[src/rtl/sram_wr_pkg.sv]
package sram_wr_pkg;

    typedef enum logic [1:0] {
        ST_IDLE    = 2'd0,
        ST_STROBE  = 2'd1,
        ST_RECOVER = 2'd2
    } wr_state_e;

    typedef struct packed {
        logic oe_n;
        logic ce_n;
        logic we_n;
    } strobe_t;

    // Strobe levels that each state presents to the memory.
    function automatic strobe_t strobe_for(input wr_state_e st);
        strobe_t s;
        s.oe_n = 1'b1;
        unique case (st)
            ST_IDLE:    begin s.ce_n = 1'b1; s.we_n = 1'b1; end
            ST_STROBE:  begin s.ce_n = 1'b0; s.we_n = 1'b0; end
            ST_RECOVER: begin s.ce_n = 1'b0; s.we_n = 1'b1; end
            default:    begin s.ce_n = 1'b1; s.we_n = 1'b1; end
        endcase
        return s;
    endfunction

endpackage

[src/rtl/sram_wr_fsm.sv]
module sram_wr_fsm
    import sram_wr_pkg::*;
(
    input  logic      clk,
    input  logic      rst,
    input  logic      dv,
    output wr_state_e next_state,
    output logic      accept,
    output logic      advance
);

    wr_state_e state;

    // State register
    always_ff @(posedge clk) begin
        if (rst) state <= ST_IDLE;
        else     state <= next_state;
    end

    // Transition logic
    always_comb begin
        next_state = state;
        accept     = 1'b0;
        advance    = 1'b0;
        if (rst) begin
            next_state = ST_IDLE;
        end else begin
            unique case (state)
                ST_IDLE: begin
                    if (dv) begin
                        next_state = ST_STROBE;   // idle_to_strobe
                        accept     = 1'b1;
                    end
                end
                ST_STROBE: begin
                    next_state = ST_RECOVER;      // strobe_to_recover
                end
                ST_RECOVER: begin
                    advance = 1'b1;
                    if (dv) begin
                        next_state = ST_STROBE;   // recover_to_strobe
                        accept     = 1'b1;
                    end else begin
                        next_state = ST_IDLE;     // recover_to_idle
                    end
                end
                default: next_state = ST_IDLE;
            endcase
        end
    end

endmodule

[src/rtl/sram_wr_addr.sv]
module sram_wr_addr #(
    parameter int AW    = 16,
    parameter int DEPTH = 1 << AW
) (
    input  logic          clk,
    input  logic          rst,
    input  logic          advance,
    output logic [AW-1:0] addr
);

    localparam logic [AW-1:0] LAST = AW'(DEPTH - 1);

    always_ff @(posedge clk) begin
        if (rst)          addr <= '0;
        else if (advance) addr <= (addr == LAST) ? '0 : addr + 1'b1;
    end

endmodule

[src/rtl/sram_wr_outreg.sv]
module sram_wr_outreg
    import sram_wr_pkg::*;
#(
    parameter int DW = 16
) (
    input  logic          clk,
    input  logic          rst,
    input  wr_state_e     next_state,
    input  logic          accept,
    input  logic [DW-1:0] din,
    output logic          oe_n,
    output logic          ce_n,
    output logic          we_n,
    output logic [DW-1:0] dout
);

    strobe_t nxt;

    always_comb nxt = strobe_for(next_state);

    // Output registers
    always_ff @(posedge clk) begin
        if (rst) begin
            oe_n <= 1'b1;
            ce_n <= 1'b1;
            we_n <= 1'b1;
            dout <= '0;
        end else begin
            oe_n <= nxt.oe_n;
            ce_n <= nxt.ce_n;
            we_n <= nxt.we_n;
            if (accept) dout <= din;
        end
    end

endmodule

[src/rtl/sram_write_ctrl.sv]
module sram_write_ctrl
    import sram_wr_pkg::*;
#(
    parameter int AW    = 16,
    parameter int DW    = 16,
    parameter int DEPTH = 1 << AW
) (
    input  logic          clk,
    input  logic          rst,
    input  logic          dv,
    input  logic [DW-1:0] din,
    output logic [AW-1:0] addr,
    output logic          oe_n,
    output logic          ce_n,
    output logic          we_n,
    output logic [DW-1:0] dout
);

    wr_state_e next_state;
    logic      accept;
    logic      advance;

    sram_wr_fsm u_fsm (
        .clk        (clk),
        .rst        (rst),
        .dv         (dv),
        .next_state (next_state),
        .accept     (accept),
        .advance    (advance)
    );

    sram_wr_addr #(.AW(AW), .DEPTH(DEPTH)) u_addr (
        .clk     (clk),
        .rst     (rst),
        .advance (advance),
        .addr    (addr)
    );

    sram_wr_outreg #(.DW(DW)) u_out (
        .clk        (clk),
        .rst        (rst),
        .next_state (next_state),
        .accept     (accept),
        .din        (din),
        .oe_n       (oe_n),
        .ce_n       (ce_n),
        .we_n       (we_n),
        .dout       (dout)
    );

endmodule

[config.mk]
export PLATFORM = sky130hd
export DESIGN_NAME = sram_write_ctrl
export DESIGN_NICKNAME = d
export VERILOG_FILES = /design/src/rtl/sram_wr_pkg.sv /design/src/rtl/sram_wr_fsm.sv /design/src/rtl/sram_wr_addr.sv /design/src/rtl/sram_wr_outreg.sv /design/src/rtl/sram_write_ctrl.sv
export SDC_FILE = /design/constraint.sdc
export NUM_CORES = 1
export LEC_CHECK = 0
export ABC_AREA = 1
export BUFFER_PORTS_ARGS = -buffer_cell sky130_fd_sc_hd__buf_2
export CORE_MARGIN = 1
export CORE_UTILIZATION = 45
export DETAILED_ROUTE_END_ITERATION = 12
export GPL_TIMING_DRIVEN = 0
export PLACE_DENSITY_LB_ADDON = 0.1
export SLEW_MARGIN = 5
export SYNTH_ARGS = -nofsm -noshare
export SYNTH_HDL_FRONTEND = slang
export SYNTH_HIERARCHICAL = 1
export SYNTH_SLANG_ARGS = --single-unit
[constraint.sdc]
create_clock -name clk -period 1.9 [get_ports clk]
set_clock_uncertainty 0.1 [all_clocks]
set_input_delay 0.19 -clock clk [delete_from_list [all_inputs] [get_ports clk]]
set_output_delay 0.19 -clock clk [all_outputs]
set_load 0.005 [all_outputs]
==> results by group, run 1 <==
Run status
  • Status: finished clean

Min path
  • Worst min path class: input pin to register
  • Hold Startpoint: dv

Final layout
  • Layout cell share with drive strength beyond 1: 26.88%
  • Reg area: 720.7 um2
  • Commonest non-fill, non-tap cell in the layout: nand2_1
  • Multi-input logic area: 810.8 um2
  • Fin nets: 340
  • Layout area overhead: 26.01%
  • Final instance area: 2176 um2
  • Final core utilization: 59.43%
  • Filler Cell Count: 375
  • Most frequent cells in the layout: nand2_1, nor2_1, buf_2
  • Ant. Diodes: 0

Floorplanning
  • Initial Util: 47.16%
  • Core area: 3661 um2
  • Num rows: 22
  • Die Span X: 63.95 um
  • Die area: 4089 um2
  • Ports: 54
  • DIE HEIGHT: 63.95 um

Critical path
  • Worst Setup Path Type: register to register
  • Slowest CP cell: dfxtp_1
  • Worst EP arrival: 1720 ps
  • CP max stage delay: 320 ps
  • CP Buf/Inv Count: 2
  • CP Cell Sequence: inv_1 -> nand2_1 -> nor2_2 -> nand2_2 -> nor2_2 -> nand2_2 -> nor2_2 -> nor2_2 -> clkinv_2 -> nor2_1
  • Crit start category: register
  • Worst Setup End Kind: register
  • Critical Path RT: 1990 ps
  • Crit-path max FO: 7
  • CP Launch Point: u_fsm/state[0]
  • Cell family with most CP delay: simple AND/OR/NAND/NOR gates
  • Most used cell, CP: nor2_2
  • Reg-to-reg startpoint: u_fsm/state[0]

STA
  • Setup violations, final: 0
  • Fin Hold WS: 52.85 ps
  • Max Clk Rate: 0.6138 GHz
  • RSZ-0062 raised after global routing: false
  • Final Cycle Share: 85.75%
  • Final count of hold timing violations: 0
  • Setup slack after layout: 270.8 ps
  • Slew Limit Fails: 0
  • Total negative slack: 0 ps
  • Tmin final: 1629 ps

Synth
  • Synth warn: 6
  • Unique masters post-synth: 25
  • Synth top area share: 41.74%
  • Syn avg cell area: 6.641 um2
  • Post-Syn Area: 1727 um2
  • Most area-hungry cell type in the Yosys netlist: dfxtp_1
  • Gate Count Post-Synth: 260
  • #FFs+latches synth: 36
  • Syn nets: 281
  • Sequential area share after synthesis: 41.74%
  • Top post-synthesis cells by area: dfxtp_1, nand2_1, nor2_1, inv_1, nand3_1

Place
  • GP Congestion: 0.7704
  • DP Area: 2047 um2
  • Dpl hpwl: 2575 um
  • Port Buffers: 52
  • Post-Place Setup Slack: 95.94 ps

Global routing
  • Busiest grt layer: met2
  • GRT Overall Usage: 19.32%
  • GR Overflow Total: 0
  • Antenna violations before repair: 0
  • Pin count of the biggest net entering global routing: 15
  • Met2 Usage GRT: 31.91%
  • First-pass GRT wire length: 6099 um
  • M1 GR Usage: 23.10%
  • Vias in the first global route: 1400
  • Met3 usage: 5.536%

Job
  • Max_cap viols: 0

Routing
  • Final ANT Viol Nets: 0
  • Routed WL: 3499 um
  • Via density per instance: 4.399
  • DR iter-0 viols: 58
  • Via count: 1619
  • 1st-pass router iterations: 4
  • WL/cell: 9.508 um
  • DRC viols: 0

Clock tree
  • Clock latency on the worst-skew pair: 290 ps
  • Hold buffers post-CTS: 0
  • Total clock sinks: 36
  • Reg clk slew, reported paths: 70 ps
  • CTS Buf Count: 5
  • Postcts setup bufs: 0
  • CTS Root Cell: clkbuf_8
  • CTS tree: yes
  • CTS H-tree depth: 2
  • Longest Clk Path Bufs: 2

Pwr
  • Max rail drop VDD: 0.3467 mV
  • Pleak: 1.134 nW
  • Pwr per Cell Area: 767.6 nW/um2
-- worst paths after layout --
kind / to / slack, ps / depth (start not counted)
min: u_fsm/state[0] / 50 / 3
min reg2reg: u_fsm/state[1] / 340 / 1
max: u_addr/addr[7] / 270 / 10
max reg2reg: u_addr/addr[7] / 270 / 10
-- tightest hold or removal path, cell delays in order --
cell and delay [ps]:
buf_2 80, nand2_2 60, nor2_1 70
-- report_power, final --
group | total [mW] | internal [mW] | switching, mW | leakage, nW
Sequential | 0.794 | 0.782 | 0.0124 | 0.293
Clock | 0.731 | 0.463 | 0.268 | 0.0645
Combinational | 0.145 | 0.0667 | 0.0779 | 0.776
-- final cells by class --
| class | instances | share of cell area, % |
|---|---|---|
| Inverter | 40 | 6.958 |
| Clock inverter | 1 | 1.380 |
| Multi-Input combinational cell | 179 | 37.26 |
| Tap cell | 48 | 2.760 |
| Sequential cell | 36 | 33.12 |
| Clock buffer | 7 | 4.428 |
| Buffer | 5 | 2.128 |
| Timing Repair Buffer | 52 | 11.96 |
-- per-layer routing --
layer	part of all wire [%]	wire (um)	vias to the layer above
met1	48	1667	685
met5	0	0	-
met4	2.1	74	0
met2	44	1553	43
li1	-	-	883
met3	5.8	203	8
-- repair_timing --
action                                  4_1_cts  5_1_grt
hold endpoints to repair                      0        0
endpoints found under the setup margin        0        9
resized for setup                             0        1
-- sequential cells by signal, summed over array words and instances, names as in the netlist --
register,cells
u_out/dout,16
u_fsm/state,2
u_addr/addr,16
u_out/ce_n,1
u_out/we_n,1
-- synth_stat cells --
master and number:
nand3_1 9, buf_6 3, nor2_1 65, nor3_1 3, buf_4 1, nand3b_1 1, inv_1 36, nand3_2 2
xnor2_1 1, buf_2 1, or2_2 1, a21oi_1 5, o21bai_1 2, nor2_2 6, inv_2 3, nand2_2 6
nand4_1 1, o21ai_0 1, dfxtp_1 36, xor2_1 4, clkinv_2 1, nor3_4 1, conb_1 1, ha_1 2
nand2_1 68
-- logic make-up (layout without fill, tap and decap cells) --
family          Yosys count  count (layout)  synth area share, %
simple gates            163             163                40.00
buf+inv                  45             105                11.45
flops                    36              36                41.74
compound gates            8               8                2.608
xor+xnor                  5               5                2.536
fa+ha+maj                 2               2                1.449
other cells               1               1               0.2172
-- through the flow --
step / cells / power, mW
floorplan: 260 / 0.8962
global placement: 360 / 0.9554
detailed placement: 360 / 0.9578
CTS: 368 / 1.692
global route: 368 / 1.749
finish: 368 / 1.670
No activity file was read; power rests on OpenSTA's default activity.
==> run 2: changes to the inputs <==
- PLACE_DENSITY: unset -> 0.72
- PLACE_DENSITY_LB_ADDON: 0.1 -> unset
==> run 2 against run 1 <==
Routed wire length increased by 2.4%. Maximum frequency fell by 1.0%. Sequential share of layout area is 0.76 points higher. Clock-buffer cell count is 1 lower. Via count is 1.5% lower. Cell count down 0.27%. Critical endpoint is now u_addr/addr[5]. Critical path depth unchanged. Die area did not move. Critical path type unchanged. Register-to-register slack worse by 20 ps. Total power shrank 13%. Sequential power hardly changed.
==> results by group, run 2 (synthesized netlist as in run 1, its figures left out) <==
Final layout
  • Fin nets: 340 (unchanged)
  • Fin cells: 367 (-0.27%)
  • Layout cell share with drive strength beyond 1: 26.33% (-0.54 points)
  • Top Registers: u_addr/addr: 16 flops, u_out/dout: 16 flops, u_fsm/state: 2 flops
  • Ant. Diodes: 0 (unchanged)
  • Most frequent cells in the layout: nand2_1, nor2_1, buf_2
  • Final instance area: 2127 um2 (-2.2%)
  • Final core utilization: 58.10% (-1.3 points)
  • Commonest non-fill, non-tap cell in the layout: nand2_1
  • Layout area overhead: 23.19%

Routing
  • WL/cell: 9.760 um (+2.7%)
  • Routed WL: 3582 um (+2.4%)
  • Via count: 1594 (-1.5%)
  • DR iter-0 viols: 68 (+17%)
  • Via density per instance: 4.343 (-1.3%)
  • DRC viols: 0 (unchanged)
  • Final ANT Viol Nets: 0 (unchanged)
  • 1st-pass router iterations: 4 (unchanged)

STA
  • Max Clk Rate: 0.6075 GHz (-1.0%)
  • Total negative slack: 0 ps (unchanged)
  • RSZ-0062 raised after global routing: false
  • Final count of hold timing violations: 0 (unchanged)
  • Final Cycle Share: 86.63% (+0.89 points)
  • Tmin final: 1646 ps (+16.90 ps)
  • Slew Limit Fails: 0 (unchanged)
  • Setup violations, final: 0 (unchanged)

Critical path
  • Worst Setup Path Type: register to register
  • Worst EP arrival: 1730 ps (about the same)
  • Crit start category: register
  • Crit-path max FO: 7 (unchanged)
  • CP Launch Point: u_fsm/state[0]
  • Critical Path RT: 1980 ps (about the same)
  • Reg2Reg Setup Slack: 250 ps (-20 ps)
  • Worst Setup End Kind: register
  • Reg-to-reg startpoint: u_fsm/state[0]

Global routing
  • M1 GR Usage: 21.37% (-1.7 points)
  • Met2 Usage GRT: 32.58% (+0.66 points)
  • Antenna violations before repair: 0 (unchanged)
  • GR Overflow Total: 0 (unchanged)
  • Pin count of the biggest net entering global routing: 15 (unchanged)
  • First-pass GRT wire length: 5989 um (-1.8%)
  • GRT Overall Usage: 19.29% (-0.031 points)
  • Met3 usage: 7.321% (+1.8 points)
  • Busiest grt layer: met2
  • Vias in the first global route: 1411 (+0.79%)

Run status
  • Status: finished clean

Clock tree
  • CTS Root Cell: clkbuf_8
  • Postcts setup bufs: 0 (unchanged)
  • CTS tree: yes
  • Clock latency on the worst-skew pair: 290 ps (about the same)
  • CTS H-tree depth: 2 (unchanged)
  • CTS Buf Count: 5 (unchanged)
  • Longest Clk Path Bufs: 2 (unchanged)
  • Reg clk slew, reported paths: 60 ps (about the same)
  • Hold buffers post-CTS: 0 (unchanged)
  • Total clock sinks: 36 (unchanged)

Floorplanning
  • Ports: 54 (unchanged)
  • Core area: 3661 um2 (unchanged)
  • Num rows: 22 (unchanged)
  • Die Span X: 63.95 um (unchanged)
  • Initial Util: 47.16% (unchanged)
  • DIE HEIGHT: 63.95 um (unchanged)
  • Die area: 4089 um2 (unchanged)

Pwr
  • Final Total Pwr: 1.448 mW (-13%)
  • Pleak: 1.110 nW (-2.1%)
  • Max rail drop VDD: 0.3065 mV (-12%)
  • Pwr per Cell Area: 680.7 nW/um2 (-11%)

Min path
  • Worst min path class: input pin to register
  • Hold Startpoint: dv

Place
  • DP Area: 2047 um2 (unchanged)
  • Port Buffers: 52 (unchanged)
  • Placed cell count: 360 (unchanged)
  • Dpl hpwl: 2616 um (+1.6%)
  • GP Congestion: 0.7729 (+0.32%)

Job
  • Max_cap viols: 0 (unchanged)
run 2: cell types whose count changed in the layout (fill, tap and decap cells not counted), sizes merged:
cell,before,now
clkbuf,7,6
bufinv,1,0
clkinv,1,2
run 2: critical path, stage by stage, from the launching register on:
cell	delay, ps
dfxtp_1	320
inv_1	80
nand2_1	60
nor2_2	290
nand2_2	110
nor2_2	160
nand2_2	90
nor2_2	90
nor2_2	80
clkinv_2	110
nor2_1	40
run 2: per-layer routing:
metal  share of wire (%)  wire, um
met1                  49      1766
met2                  43      1527
met3                 6.3       225
met4                 1.8        63
met5                   0         0
run 2: path summary, 6_finish.rpt:
kind                                        to  depth (start not counted)
worst max-delay path            u_addr/addr[5]                         10
worst min-delay path            u_fsm/state[0]                          3
worst max register to register  u_addr/addr[5]                         10
worst min register to register  u_fsm/state[1]                          1
run 2: what timing repair did:
action,CTS,global route
setup endpoints to repair,0,10
resized for setup,0,1
hold endpoints to repair,0,0
run 2: final cells by class:
type	instances	area, um2
Multi-Input combinational cell	179	810.8
Buffer	5	46.29
Tap cell	48	60.06
Clock inverter	1	5.005
Timing Repair Buffer	52	260.3
Inverter	40	151.4
Clock buffer	6	72.57
Sequential cell	36	720.7
Fill cell	365	1534
run 2: power by group:
group / total, mW / switching [mW] / internal [mW]
logic: 0.146 / 0.0791 / 0.0667
clock network: 0.508 / 0.259 / 0.249
registers: 0.794 / 0.0122 / 0.782
run 2: metrics by stage:
| stage | hold slack, ps | setup slack (ps) |
|---|---|---|
| after floorplan | 159.1 | 363.9 |
| after global placement | 327.6 | 89.84 |
| after detailed placement | 331.0 | 92.96 |
| after CTS | 56.34 | 97.21 |
| after global routing | 69.80 | 29.64 |
| final | 59.28 | 253.9 |
==> run 3: changes to the inputs <==
- ABC_AREA: 1 -> unset
- PLACE_DENSITY: 0.72 -> 0.74
- SYNTH_HIERARCHICAL: 1 -> unset
==> run 3 against run 2 <==
The run now ends with design-rule violations left. Routed wire length shrank 2.3%. Sequential share of layout area grew 1.9 points. Die area shrank 17%. Global-route usage grew 3.4 points. Flip-flop and latch count is the same. Cell count shrank 20%. Maximum frequency shrank 13%. Synthesized cell count shrank 34%. Sequential power grew 1%. Clock power shrank 27%. Total power shrank 8.4%. Highest routed layer unchanged.
==> results by group, run 3 <==
Global routing
  • Antenna violations before repair: 0 (unchanged)
  • Pin count of the biggest net entering global routing: 11 (-4)
  • Vias in the first global route: 1310 (-7.2%)
  • GR Overflow Total: 0 (unchanged)
  • First-pass GRT wire length: 5823 um (-2.8%)
  • GRT Overall Usage: 22.65% (+3.4 points)

Place
  • GP Congestion: 0.7453 (-3.6%)
  • Placed cell count: 267 (-26%)
  • Post-Place Setup Slack: -773.9 ps (-866.9 ps)
  • Dpl hpwl: 2126 um (-19%)
  • Port Buffers: 52 (unchanged)

Clock tree
  • CTS H-tree depth: 2 (unchanged)
  • CTS Buf Count: 5 (unchanged)
  • CTS tree: yes
  • Longest Clk Path Bufs: 2 (unchanged)
  • Clock latency on the worst-skew pair: 340 ps (+50 ps)
  • Total clock sinks: 36 (unchanged)
  • CTS Root Cell: clkbuf_4
  • Reg clk slew, reported paths: 100 ps (+40 ps)

Job
  • Max_cap viols: 0 (unchanged)

STA
  • Total negative slack: 0 ps (unchanged)
  • Final count of hold timing violations: 0 (unchanged)
  • Setup slack after layout: 3.726 ps (-250.2 ps)
  • Setup violations, final: 0 (unchanged)
  • Tmin final: 1896 ps (+250.2 ps)
  • Slew Limit Fails: 0 (unchanged)
  • Final Cycle Share: 99.80% (+13 points)
  • Slew headroom: 65.57%
  • Max Clk Rate: 0.5274 GHz (-13%)
  • Worst-Margin Slew: 516.4 ps
  • RSZ-0062 raised after global routing: true

Synth
  • Syn avg cell area: 8.356 um2 (+26%)
  • #FFs+latches synth: 36 (unchanged)
  • Most area-hungry cell type in the Yosys netlist: dfxtp_1
  • Syn nets: 192 (-32%)
  • Post-Syn Area: 1429 um2 (-17%)
  • Top post-synthesis cells by area: dfxtp_1, nand2_1, o21ai_0, xnor2_1, nor2_1
  • Async SR Flop Fraction: 0% (unchanged)
  • Most frequent cell after synthesis: nand2_1
  • Unique masters post-synth: 30 (+20%)
  • Number of flops mapped to enable cells by yosys: 0 (unchanged)
  • Post-synth top cells: nand2_1, dfxtp_1, o21ai_0
  • Gate Count Post-Synth: 171 (-34%)
  • Synth warn: 0 (-6)
  • Synth top area share: 50.44% (+8.7 points)
  • Sequential area share after synthesis: 50.44% (+8.7 points)
  • Synth Flop Type: dfxtp_1

Final layout
  • Filler Cell Count: 252 (-31%)
  • Ant. Diodes: 0 (unchanged)
  • Layout cell share with drive strength beyond 1: 31.08% (+4.7 points)
  • Commonest non-fill, non-tap cell in the layout: buf_2
  • Most frequent cells in the layout: buf_2, nand2_1, dfxtp_1
  • Layout area overhead: 41.86%
  • Final core utilization: 66.94% (+8.8 points)
  • Fin cells: 295 (-20%)
  • Top Registers: u_addr.addr: 16 flops, u_out.dout: 16 flops, u_fsm.state: 2 flops
  • Fin nets: 272 (-20%)

Run status
  • Status: complete, but fails checks
  • Violated checks: design-rule violations

Pwr
  • Pleak: 0.8562 nW (-23%)
  • Max rail drop VDD: 0.5038 mV (+64%)
  • Pwr per Cell Area: 654.2 nW/um2 (-3.9%)
  • Final Total Pwr: 1.326 mW (-8.4%)

Critical path
  • Worst Setup Path Type: register to register
  • Slowest CP cell: or4_4
  • Crit start category: register
  • Critical Path RT: 2080 ps (+100 ps)
  • Cell family with most CP delay: simple AND/OR/NAND/NOR gates
  • Worst EP arrival: 2080 ps (+350 ps)
  • CP Buf/Inv Count: 0 (-2)
  • Crit-path max FO: 6 (-1)
  • CP Cell Sequence: or3b_4 -> or4_4 -> or3_1 -> a21oi_1
  • Worst Setup End Kind: register
  • CP max stage delay: 570 ps (+250 ps)

Floorplanning
  • Initial Util: 47.19% (about the same)
  • Ports: 54 (unchanged)
  • Die area: 3405 um2 (-17%)
  • DIE HEIGHT: 58.35 um (-8.7%)
  • Num rows: 20 (-9.1%)
  • Die Span X: 58.35 um (-8.7%)
  • Core area: 3028 um2 (-17%)

Routing
  • Routed WL: 3500 um (-2.3%)
  • 1st-pass router iterations: 8 (+4)
  • WL/cell: 11.86 um (+22%)
  • DRC viols: 1 (+1)
  • Final ANT Viol Nets: 0 (unchanged)
  • Via count: 1425 (-11%)
  • DR iter-0 viols: 61 (-10%)
  • Via density per instance: 4.831 (+11%)

Min path
  • Worst min path class: input pin to register
==> run 3: cell types whose count changed in the layout (fill, tap and decap cells not counted), sizes merged, moves of 5 or more <==
cell | previous run | this run
nand2 | 74 | 38
nor2 | 71 | 11
or3 | 0 | 5
xnor2 | 1 | 6
o21ai | 1 | 21
dlygate4sd3 | 0 | 16
inv | 39 | 5
nand4 | 1 | 6
==> run 3: layer usage <==
metal | GRT usage [%] | part of all wire [%]
met5 | 0 | 0
met1 | 26.94 | 44
met2 | 38.75 | 50
met3 | 4.835 | 3.1
met4 | 11.22 | 2.8
==> run 3: layout make-up <==
type | instances | area (um2) | area share (%)
clock inverters | 1 | 5.005 | 0.2469
inverters | 5 | 18.77 | 0.9259
well taps | 44 | 55.05 | 2.716
repair buffers | 75 | 473.0 | 23.33
multi-input cells | 122 | 681.9 | 33.64
clock buffers | 6 | 41.29 | 2.037
flip-flops and latches | 36 | 725.7 | 35.80
plain buffers | 6 | 26.28 | 1.296
==> run 3: path summary, 6_finish.rpt <==
path / startpoint / to / slack (ps) / cells after the start
worst max register to register: u_fsm.state[0] / u_addr.addr[13] / 4 / 4
worst min-delay path: dv / u_fsm.state[0] / 10 / 2
worst max-delay path: u_fsm.state[0] / u_addr.addr[13] / 4 / 4
worst min register to register: u_fsm.state[0] / u_fsm.state[0] / 350 / 1
==> run 3: kinds of logic after synthesis <==
kind of cell	count (synthesis)	share of synthesized area (%)
buffers and inverters	13	3.851
XOR/XNOR	10	6.129
AND/OR/NAND/NOR	81	26.97
adder cells (fa/ha/maj)	2	1.751
AO/OA/AOI/OAI	28	10.60
flip-flops	36	50.44
other	1	0.2624
==> run 3: timing repair <==
action / 4_1_cts / 5_1_grt
hold endpoints to repair: 16 / 0
hold buffers: 16 / 0
cloned: 0 / 0
setup endpoints to repair: 14 / 9
pin swaps: 4 / 2
setup buffers: 6 / 1
resized for setup: 6 / 6
==> run 3: report_power, final <==
part           total, mW  leakage (nW)  switching [mW]  internal (mW)
clock              0.371        0.0281           0.235          0.136
combinational      0.152         0.532          0.0712         0.0810
sequential         0.803         0.296          0.0170          0.786
total               1.33         0.856           0.323           1.00
==> run 3: per-stage QoR <==
step                      hold slack [ps]  cell area, um2
after detailed placement            288.6            1752
after floorplan                     198.6            1436
after CTS                           3.716            2031
after global placement              281.9            1752
final                               11.47            2027
after global routing                6.746            2027
